File: config.mk
export PLATFORM = sky130hd
export DESIGN_NAME = pll_ser_load
export DESIGN_NICKNAME = d
export VERILOG_FILES = /design/src/rtl/pll_ser_pkg.sv /design/src/rtl/pll_ser_sync.sv /design/src/rtl/pll_ser_rise.sv /design/src/rtl/pll_ser_shift.sv /design/src/rtl/pll_ser_bank.sv /design/src/rtl/pll_ser_load.sv
export SDC_FILE = /design/constraint.sdc
export NUM_CORES = 1
export LEC_CHECK = 0
export BUFFER_PORTS_ARGS = -buffer_cell sky130_fd_sc_hd__buf_2
export CAP_MARGIN = 5
export CORE_ASPECT_RATIO = 0.7
export CORE_MARGIN = 2
export CORE_UTILIZATION = 57
export DETAILED_ROUTE_END_ITERATION = 8
export GPL_ROUTABILITY_DRIVEN = 0
export GPL_TIMING_DRIVEN = 0
export MAX_ROUTING_LAYER = met4
export PLACE_DENSITY = 0.84
export SETUP_SLACK_MARGIN = 0.1
export SLEW_MARGIN = 40
export SYNTH_ARGS = -nofsm -noshare
export SYNTH_HDL_FRONTEND = slang
export SYNTH_SLANG_ARGS = --single-unit
File: constraint.sdc
create_clock -name clk -period 3.7 [get_ports clk]
set_input_delay 0.74 -clock clk [delete_from_list [all_inputs] [get_ports clk]]
set_output_delay 0.74 -clock clk [all_outputs]
set_load 0.1 [all_outputs]
File: src/rtl/pll_ser_pkg.sv
// Package: shared widths, routing codes and word layouts for the
// dual-synthesizer serial programming port.
// Assumes the payload of every routed word is exactly REF_AUX_W+REF_W
// (= FB_AUX_W+B_W+A_W) bits wide, sitting above the routing code.
package pll_ser_pkg;

    localparam int FRAME_W   = 24;
    localparam int CTRL_W    = 2;
    localparam int PAYLOAD_W = FRAME_W - CTRL_W;
    localparam int REF_W     = 14;
    localparam int REF_AUX_W = PAYLOAD_W - REF_W;
    localparam int A_W       = 6;
    localparam int B_W       = 12;
    localparam int FB_AUX_W  = PAYLOAD_W - A_W - B_W;
    localparam int NUM_CH    = 2;

    // Routing codes carried in the two lowest word bits.
    typedef enum logic [CTRL_W-1:0] {
        DEST_CH2_REF = 2'b00,
        DEST_CH2_FB  = 2'b01,
        DEST_CH1_REF = 2'b10,
        DEST_CH1_FB  = 2'b11
    } dest_e;

    // Reference word payload, MSB first.
    typedef struct packed {
        logic [REF_AUX_W-1:0] aux;
        logic [REF_W-1:0]     cnt;
    } ref_word_t;

    // Feedback word payload, MSB first.
    typedef struct packed {
        logic [FB_AUX_W-1:0] aux;
        logic [B_W-1:0]      b;
        logic [A_W-1:0]      a;
    } fb_word_t;

endpackage

File: src/rtl/pll_ser_sync.sv
// Module: multi-bit level synchronizer.
// Each bit passes through STAGES flops into the clk domain. Bits are
// treated independently; the caller keeps related inputs stable long
// enough that equal latency on every bit keeps them aligned.
module pll_ser_sync #(
    parameter int W      = 3,
    parameter int STAGES = 2
) (
    input  logic         clk,
    input  logic         rst_n,
    input  logic [W-1:0] d_i,
    output logic [W-1:0] q_o
);

    logic [W-1:0] pipe_q [STAGES];

    // Shift each input through the synchronizer chain.
    always_ff @(posedge clk) begin
        if (!rst_n) begin
            for (int i = 0; i < STAGES; i++) pipe_q[i] <= '0;
        end else begin
            pipe_q[0] <= d_i;
            for (int i = 1; i < STAGES; i++) pipe_q[i] <= pipe_q[i-1];
        end
    end

    assign q_o = pipe_q[STAGES-1];

endmodule

File: src/rtl/pll_ser_rise.sv
// Module: rising-edge detector for synchronized levels.
// Produces a one-cycle pulse on each bit whose level goes from 0 to 1.
// Assumes the input already belongs to the clk domain.
module pll_ser_rise #(
    parameter int W = 2
) (
    input  logic         clk,
    input  logic         rst_n,
    input  logic [W-1:0] level_i,
    output logic [W-1:0] rise_o
);

    logic [W-1:0] prev_q;

    // Remember last cycle's levels.
    always_ff @(posedge clk) begin
        if (!rst_n) prev_q <= '0;
        else        prev_q <= level_i;
    end

    assign rise_o = level_i & ~prev_q;

endmodule

File: src/rtl/pll_ser_shift.sv
// Module: serial-in shift register, MSB first.
// Each shift_en pulse moves the word up one place and puts bit_i in
// bit 0, so after FRAME_W pulses the first bit sent is the MSB.
module pll_ser_shift
    import pll_ser_pkg::*;
(
    input  logic               clk,
    input  logic               rst_n,
    input  logic               shift_en,
    input  logic               bit_i,
    output logic [FRAME_W-1:0] frame_o
);

    // Accept one serial bit per shift strobe.
    always_ff @(posedge clk) begin
        if (!rst_n)        frame_o <= '0;
        else if (shift_en) frame_o <= {frame_o[FRAME_W-2:0], bit_i};
    end

endmodule

File: src/rtl/pll_ser_bank.sv
// Module: four holding registers and routing decode.
// On load_en the payload of frame_i goes to the register named by its
// routing code. Index 0 is channel 1 and index 1 is channel 2.
// Assumes load_en is a single-cycle pulse.
module pll_ser_bank
    import pll_ser_pkg::*;
(
    input  logic               clk,
    input  logic               rst_n,
    input  logic               load_en,
    input  logic [FRAME_W-1:0] frame_i,
    output ref_word_t          ref_o [NUM_CH],
    output fb_word_t           fb_o  [NUM_CH]
);

    dest_e dest;
    assign dest = dest_e'(frame_i[CTRL_W-1:0]);

    for (genvar ch = 0; ch < NUM_CH; ch++) begin : g_ch
        localparam dest_e REF_CODE = (ch == 0) ? DEST_CH1_REF : DEST_CH2_REF;
        localparam dest_e FB_CODE  = (ch == 0) ? DEST_CH1_FB  : DEST_CH2_FB;

        // Reference-divider holding register for this channel.
        always_ff @(posedge clk) begin
            if (!rst_n)
                ref_o[ch] <= '0;
            else if (load_en && dest == REF_CODE)
                ref_o[ch] <= ref_word_t'(frame_i[FRAME_W-1:CTRL_W]);
        end

        // Feedback-divider holding register for this channel.
        always_ff @(posedge clk) begin
            if (!rst_n)
                fb_o[ch] <= '0;
            else if (load_en && dest == FB_CODE)
                fb_o[ch] <= fb_word_t'(frame_i[FRAME_W-1:CTRL_W]);
        end
    end

endmodule

File: src/rtl/pll_ser_load.sv
// Module: dual-synthesizer serial programming port (top).
// Synchronizes the three serial pins, detects serial-clock and strobe
// rising edges, shifts data MSB first and routes each word to one of
// four holding registers. Assumes each serial level lasts at least
// SYNC_STAGES+2 clk cycles.
module pll_ser_load
    import pll_ser_pkg::*;
#(
    parameter int SYNC_STAGES = 2
) (
    input  logic                 clk,
    input  logic                 rst_n,
    input  logic                 ser_clk_i,
    input  logic                 ser_data_i,
    input  logic                 ser_load_i,
    output logic [REF_W-1:0]     ch1_ref_cnt_o,
    output logic [REF_AUX_W-1:0] ch1_ref_aux_o,
    output logic [A_W-1:0]       ch1_a_cnt_o,
    output logic [B_W-1:0]       ch1_b_cnt_o,
    output logic [FB_AUX_W-1:0]  ch1_fb_aux_o,
    output logic [REF_W-1:0]     ch2_ref_cnt_o,
    output logic [REF_AUX_W-1:0] ch2_ref_aux_o,
    output logic [A_W-1:0]       ch2_a_cnt_o,
    output logic [B_W-1:0]       ch2_b_cnt_o,
    output logic [FB_AUX_W-1:0]  ch2_fb_aux_o
);

    logic [2:0]         pin_lvl;
    logic [1:0]         rises;
    logic               shift_stb;
    logic               load_stb;
    logic               data_bit;
    logic [FRAME_W-1:0] shift_q;
    ref_word_t          ref_w [NUM_CH];
    fb_word_t           fb_w  [NUM_CH];

    pll_ser_sync #(.W(3), .STAGES(SYNC_STAGES)) i_sync (
        .clk   (clk),
        .rst_n (rst_n),
        .d_i   ({ser_clk_i, ser_data_i, ser_load_i}),
        .q_o   (pin_lvl)
    );

    pll_ser_rise #(.W(2)) i_rise (
        .clk     (clk),
        .rst_n   (rst_n),
        .level_i ({pin_lvl[2], pin_lvl[0]}),
        .rise_o  (rises)
    );

    assign shift_stb = rises[1];
    assign load_stb  = rises[0];
    assign data_bit  = pin_lvl[1];

    pll_ser_shift i_shift (
        .clk      (clk),
        .rst_n    (rst_n),
        .shift_en (shift_stb),
        .bit_i    (data_bit),
        .frame_o  (shift_q)
    );

    pll_ser_bank i_bank (
        .clk     (clk),
        .rst_n   (rst_n),
        .load_en (load_stb),
        .frame_i (shift_q),
        .ref_o   (ref_w),
        .fb_o    (fb_w)
    );

    assign ch1_ref_cnt_o = ref_w[0].cnt;
    assign ch1_ref_aux_o = ref_w[0].aux;
    assign ch1_a_cnt_o   = fb_w[0].a;
    assign ch1_b_cnt_o   = fb_w[0].b;
    assign ch1_fb_aux_o  = fb_w[0].aux;
    assign ch2_ref_cnt_o = ref_w[1].cnt;
    assign ch2_ref_aux_o = ref_w[1].aux;
    assign ch2_a_cnt_o   = fb_w[1].a;
    assign ch2_b_cnt_o   = fb_w[1].b;
    assign ch2_fb_aux_o  = fb_w[1].aux;

endmodule

==> results of run 1 <==
## area by class of cell
| type | instances | area [um^2] |
|---|---|---|
| plain buffers | 41 | 191.4 |
| clock inverters | 12 | 173.9 |
| flip-flops and latches | 120 | 2402 |
| fillers | 455 | 1554 |
| well taps | 94 | 117.6 |
| repair buffers | 91 | 455.4 |
| clock buffers | 20 | 445.4 |
| multi-input cells | 284 | 1510 |
## flip-flops by register name (all words and copies together) (netlist names)
signal and cells:
i_bank.fb_o 44, i_bank.ref_o 44, i_rise.prev_q 2, i_shift.frame_o 24, i_sync.pipe_q 6
## stage by stage
| step | instance area [um^2] | instances | power, mW |
|---|---|---|---|
| finish | 5296 | 662 | 3.068 |
| global route | 5296 | 662 | 3.133 |
| CTS | 5296 | 662 | 3.067 |
| detailed placement | 4677 | 630 | 1.383 |
| global placement | 4677 | 630 | 1.381 |
| floorplan | 4104 | 445 | 1.367 |
## cells by family (layout without fill, tap and decap cells)
logic type	Yosys count	after routing	share of synthesized area (%)
buffers and inverters	41	164	4.665
AOI/OAI and AO/OA	112	112	17.13
DFF	120	120	58.54
and+or+nand+nor	172	172	19.66
## power by group through the flow
stage | combinational (mW) | clock [mW] | sequential, mW
after detailed placement | 0.0566 | 0 | 1.33
after floorplan | 0.0416 | 0 | 1.33
after CTS | 0.0575 | 1.71 | 1.30
after global placement | 0.0554 | 0 | 1.33
after global routing | 0.0631 | 1.77 | 1.30
final | 0.0586 | 1.71 | 1.30
## routing by layer
layer  GRT usage [%]  vias up  share of wire (%)
met2           49.61      196                 48
met5               -        -                  0
met3           9.004       27                9.3
met4           14.07        0                1.6
met1           37.21     1827                 41
li1                -     1763                  -
## cell usage in the layout, fill, tap and decap left out, types with 2 or more instances in the layout
cell	n
bufinv_16	4
dfxtp_1	120
and2_1	8
clkbuf_8	3
o21ai_1	2
buf_2	94
a21boi_0	24
o21ai_0	64
clkinvlp_4	4
clkinv_2	3
buf_6	4
nand3_1	88
o21ai_2	22
clkbuf_16	16
nand4bb_1	2
buf_1	5
nand2_1	70
clkbuf_1	29
## how the worst max path moves through the flow
stage | startpoint | endpoint | cells after the start
final | i_bank.fb_o[18]$_SDFFE_PN0P_ | ch2_fb_aux_o[0] | 1
after global routing | i_bank.fb_o[21]$_SDFFE_PN0P_ | ch2_fb_aux_o[3] | 1
after CTS | i_bank.fb_o[21]$_SDFFE_PN0P_ | ch2_fb_aux_o[3] | 1
after detailed placement | rst_n | i_bank.fb_o[31]$_SDFFE_PN0P_ | 5
after global placement | rst_n | i_bank.ref_o[2]$_SDFFE_PN0P_ | 5
after floorplan | rst_n | i_bank.ref_o[5]$_SDFFE_PN0P_ | 5
==> flow_summary.ini, run 1 <==
[final_layout]
drive_gt1_share_pct = 26.76
num_antenna_cells = 0
fin_nets = 560
syn_to_final_growth_pct = 29.05
final_util_pct = 77.32

[die]
die_x_um = 105.4
rows = 25
dieArea_um2 = 7905
coreArea_um2 = 6850
die_h_um = 74.99
ios = 93
initial_core_util_pct = 59.91

[worst_setup_path]
cp_max_fo = 2
cp-end-kind = primary output
cp.required_ns = 2.96
path_delay_family = buffers and inverters
start_kind = register
timing.rr.end = i_bank.ref_o[7]$_SDFFE_PN0P_
cpPeakStageDelay_ns = 0.45
worstPathCellList = buf_2
crit_arrival_ns = 1.34
rrSetupSlack_ns = 2.10
reg2regPathDepth = 5
critPathBufInv = 1
worstSetupPathType = register to primary output
r2r_start = i_shift.frame_o[0]$_SDFFE_PN0P_
slowest_stage = buf_2

[cts]
cts.sinks = 120
htreeDepth = 4
ctsResizeCount = 0
worstSkewPairLatency_ns = 0.53
cts_made_buffers = 17
clk_path_buf_depth = 2
path_clk_slew_ns = 0.05
post-cts-setup-buffers = 0
cts_tree = yes
clock-root-buffer = clkbuf_8
ctsHoldBuffers = 0

[synthesis]
yosysMostFrequentCell = dfxtp_1
avgSynthCellArea_um2 = 9.222
synth-seq-cells = 120
synthFlopType = dfxtp_1
yosys-top-cells-count = 120 x dfxtp_1, 88 x nand3_1, 70 x nand2_1
ys_warn_count = 0
synth_top_area_share_pct = 58.54
netlist_area_um2 = 4104
async_reset_ff_share_pct = 0
synth_edf_count = 0
synth_top_cell_by_area = dfxtp_1
ys_seq_area_share_pct = 58.54
ys_types = 18
synth_area_leaders = dfxtp_1 59%, nand3_1 11%, o21ai_0 7.8%
syn_nets = 450
synth_cells = 445

[hold_path]
min-delay-path-class = input pin to register
whs_endpoint = i_sync.pipe_q[0][1]$_SDFF_PN0_
hold-path-cell-count = 2
hp-start = ser_data_i

[placed_design]
io_buffers = 91
hpwl_um = 7610
post-place-ws_ns = 1.704

[global_route]
grt_pass1_wl_um = 17840
overflow = 0
antenna_found_initial = 0
grt_start_max_net_pins = 17
track_usage_pct = 31.09
grt_pass1_vias = 3519

[drt]
drt-initial-drc-count = 417
antenna_left = 0
via_per_inst = 5.760
wl_per_cell_um = 17.32
drc = 0
drt-total-wl_um = 11470
vias = 3813
drtPass1Iterations = 5

[power]
p_int_mw = 2.438
power_density_nw_per_um2 = 579.2
vdd_drop_max_mv = 0.5191
clockPowerShare_pct = 55.8
seqPwrFrac_pct = 42.3
swShare_pct = 20.53
combPwrFrac_pct = 1.9
p_switching_mw = 0.6299
p_leak_nw = 2.134

[timing]
clock_skew_ns = 0.007449
post-route-min-period_ns = 2.081
hold_slack_ns = 0.4149
hold_violations = 0
tightest_slew_ns = 0.5391
slew_headroom_pct = 64.06
fin_crit_sh_pct = 56.25
tns_ns = 0
fmax_mhz = 480.4
fin_ws_ns = 1.619
report.final.slew_viol_count = 0
rsz0062_at_grt = no
setup_viol = 0

[flow_run]
cap_violations = 0

[run_status]
outcome = completed
Power figures use the tool's default switching activity.
==> inputs of run 2 (changes only) <==
CORE_UTILIZATION = 48   (was 57)
PLACE_DENSITY = 0.75   (was 0.84)
clock period = 1.7 ns   (was 3.7 ns; I/O delays follow)
==> flow_summary.ini, run 2 (synthesized netlist as in run 1, its figures left out) <==
[worst_setup_path]
slowest_stage = buf_2
rrSetupSlack_ns = 0.18
worstPathCellList = buf_2
worstSetupStartpoint = i_bank.fb_o[40]$_SDFFE_PN0P_
worstSetupPathType = register to primary output
timing.rr.end = i_bank.fb_o[41]$_SDFFE_PN0P_
path_delay_family = buffers and inverters
cp-endpoint = ch1_fb_aux_o[0]
crit_arrival_ns = 1.21
start_kind = register
critPathBufInv = 1
crit_cells = 1
cpPeakStageDelay_ns = 0.44
cp-end-kind = primary output
cp_max_fo = 2
reg2regPathDepth = 4
r2r_start = i_shift.frame_o[0]$_SDFFE_PN0P_
cp.required_ns = 1.36

[final_layout]
final_common_cell = dfxtp_1
post-route-cell-area_um2 = 5299
reg_top3 = i_bank.fb_o (44), i_bank.ref_o (44), i_shift.frame_o (24)
fin_nets = 560
fillers = 640
num_antenna_cells = 0
syn_to_final_growth_pct = 29.12
drive_gt1_share_pct = 27.99
final_util_pct = 63.28
final_cell_mix = 120 x dfxtp_1, 94 x buf_2, 88 x nand3_1, 70 x nand2_1, 64 x o21ai_0

[cts]
clk_path_buf_depth = 2
path_clk_slew_ns = 0.06
htreeDepth = 4
cts_made_buffers = 17
worstSkewPairLatency_ns = 0.41
cts.sinks = 120
cts_tree = yes
clock-root-buffer = clkbuf_16
ctsHoldBuffers = 0

[die]
dieArea_um2 = 9317
rows = 28
die_h_um = 81.36
initial_core_util_pct = 49.01
die_x_um = 114.5
coreArea_um2 = 8373
ios = 93

[timing]
hold_violations = 0
fin_crit_sh_pct = 91.30
fmax_mhz = 644.3
tns_ns = 0
clock_skew_ns = 0.009082
report.final.slew_viol_count = 0
setup_viol = 0
fin_ws_ns = 0.1480
tightest_slew_ns = 0.5329
rsz0062_at_grt = no
slew_headroom_pct = 64.48
post-route-min-period_ns = 1.552

[drt]
antenna_left = 0
vias = 3728
wl_per_cell_um = 16.78
via_per_inst = 5.539
drc = 0
drt-initial-drc-count = 555
drtPass1Iterations = 8
drt-total-wl_um = 11300

[global_route]
grt_start_max_net_pins = 17
grt_pass1_vias = 3414
grt_pass1_wl_um = 16790
antenna_found_initial = 0
overflow = 0
track_usage_pct = 24.85

[placed_design]
hpwl_um = 7910
dpl_cell_area_um2 = 4691
io_buffers = 91
post-place-ws_ns = 0.05293

[hold_path]
min-delay-path-class = input pin to register

[flow_run]
cap_violations = 0

[run_status]
outcome = completed

[power]
power_density_nw_per_um2 = 1235
p_leak_nw = 2.148
vdd_drop_max_mv = 0.6951
-- run 2: changes by cell type in the layout (fill, tap and decap cells not counted) --
cell / previous run / this run
clkbuf_16: 16 / 17
clkinvlp_4: 4 / 2
clkinv_4: 1 / 3
clkbuf_8: 3 / 1
clkbuf_2: 0 / 6
bufinv_16: 4 / 2
clkinv_2: 3 / 1
clkbuf_1: 29 / 22
inv_6: 0 / 5
inv_8: 0 / 1
-- run 2: cell type report --
cell class / count / area [um^2] / share of cell area [%]
flip-flops and latches: 120 / 2402 / 45.34
multi-input cells: 284 / 1510 / 28.50
repair buffers: 91 / 455.4 / 8.595
clock buffers: 18 / 439.2 / 8.288
plain buffers: 41 / 198.9 / 3.754
clock inverters: 14 / 161.4 / 3.046
well taps: 105 / 131.4 / 2.479
-- run 2: layer usage --
metal	global-route usage [%]	vias to the layer above	wire, um
met5	-	-	0
met2	40.41	165	5370
li1	-	1761	-
met1	29.73	1781	4817
met4	9.878	0	180
met3	6.567	21	927
-- run 2: stage by stage --
stage	hold slack, ns	cells	power (mW)
final	0.1348	673	6.546
after global routing	0.1334	673	6.689
after CTS	0.1268	673	6.551
after detailed placement	0.4263	641	3.011
after global placement	0.4191	641	3.009
after floorplan	0.4119	445	2.975
-- run 2: power by group --
part	leakage, nW	total, mW	switching (mW)	internal (mW)
Sequential	0.967	2.83	0.00412	2.82
Combinational	0.890	0.128	0.0929	0.0351
Clock	0.290	3.59	1.36	2.23
-- run 2: worst min path at each step --
stage / from / endpoint / slack, ns / depth (start not counted)
floorplan: i_sync.pipe_q[0][0]$_SDFF_PN0_ / i_sync.pipe_q[0][3]$_SDFF_PN0_ / 0.41 / 1
detailed placement: i_sync.pipe_q[0][1]$_SDFF_PN0_ / i_sync.pipe_q[0][4]$_SDFF_PN0_ / 0.43 / 1
finish: ser_data_i / i_sync.pipe_q[0][1]$_SDFF_PN0_ / 0.13 / 2
CTS: ser_data_i / i_sync.pipe_q[0][1]$_SDFF_PN0_ / 0.13 / 2
global placement: i_sync.pipe_q[0][1]$_SDFF_PN0_ / i_sync.pipe_q[0][4]$_SDFF_PN0_ / 0.42 / 1
global route: ser_data_i / i_sync.pipe_q[0][1]$_SDFF_PN0_ / 0.13 / 2
-- run 2: what timing repair did --
| action | 4_1_cts | 5_1_grt |
|---|---|---|
| buffers inserted | 0 | 0 |
| gates resized for setup | 0 | 12 |
| setup endpoints to repair | 0 | 13 |
| endpoints found under the hold margin | 0 | 0 |
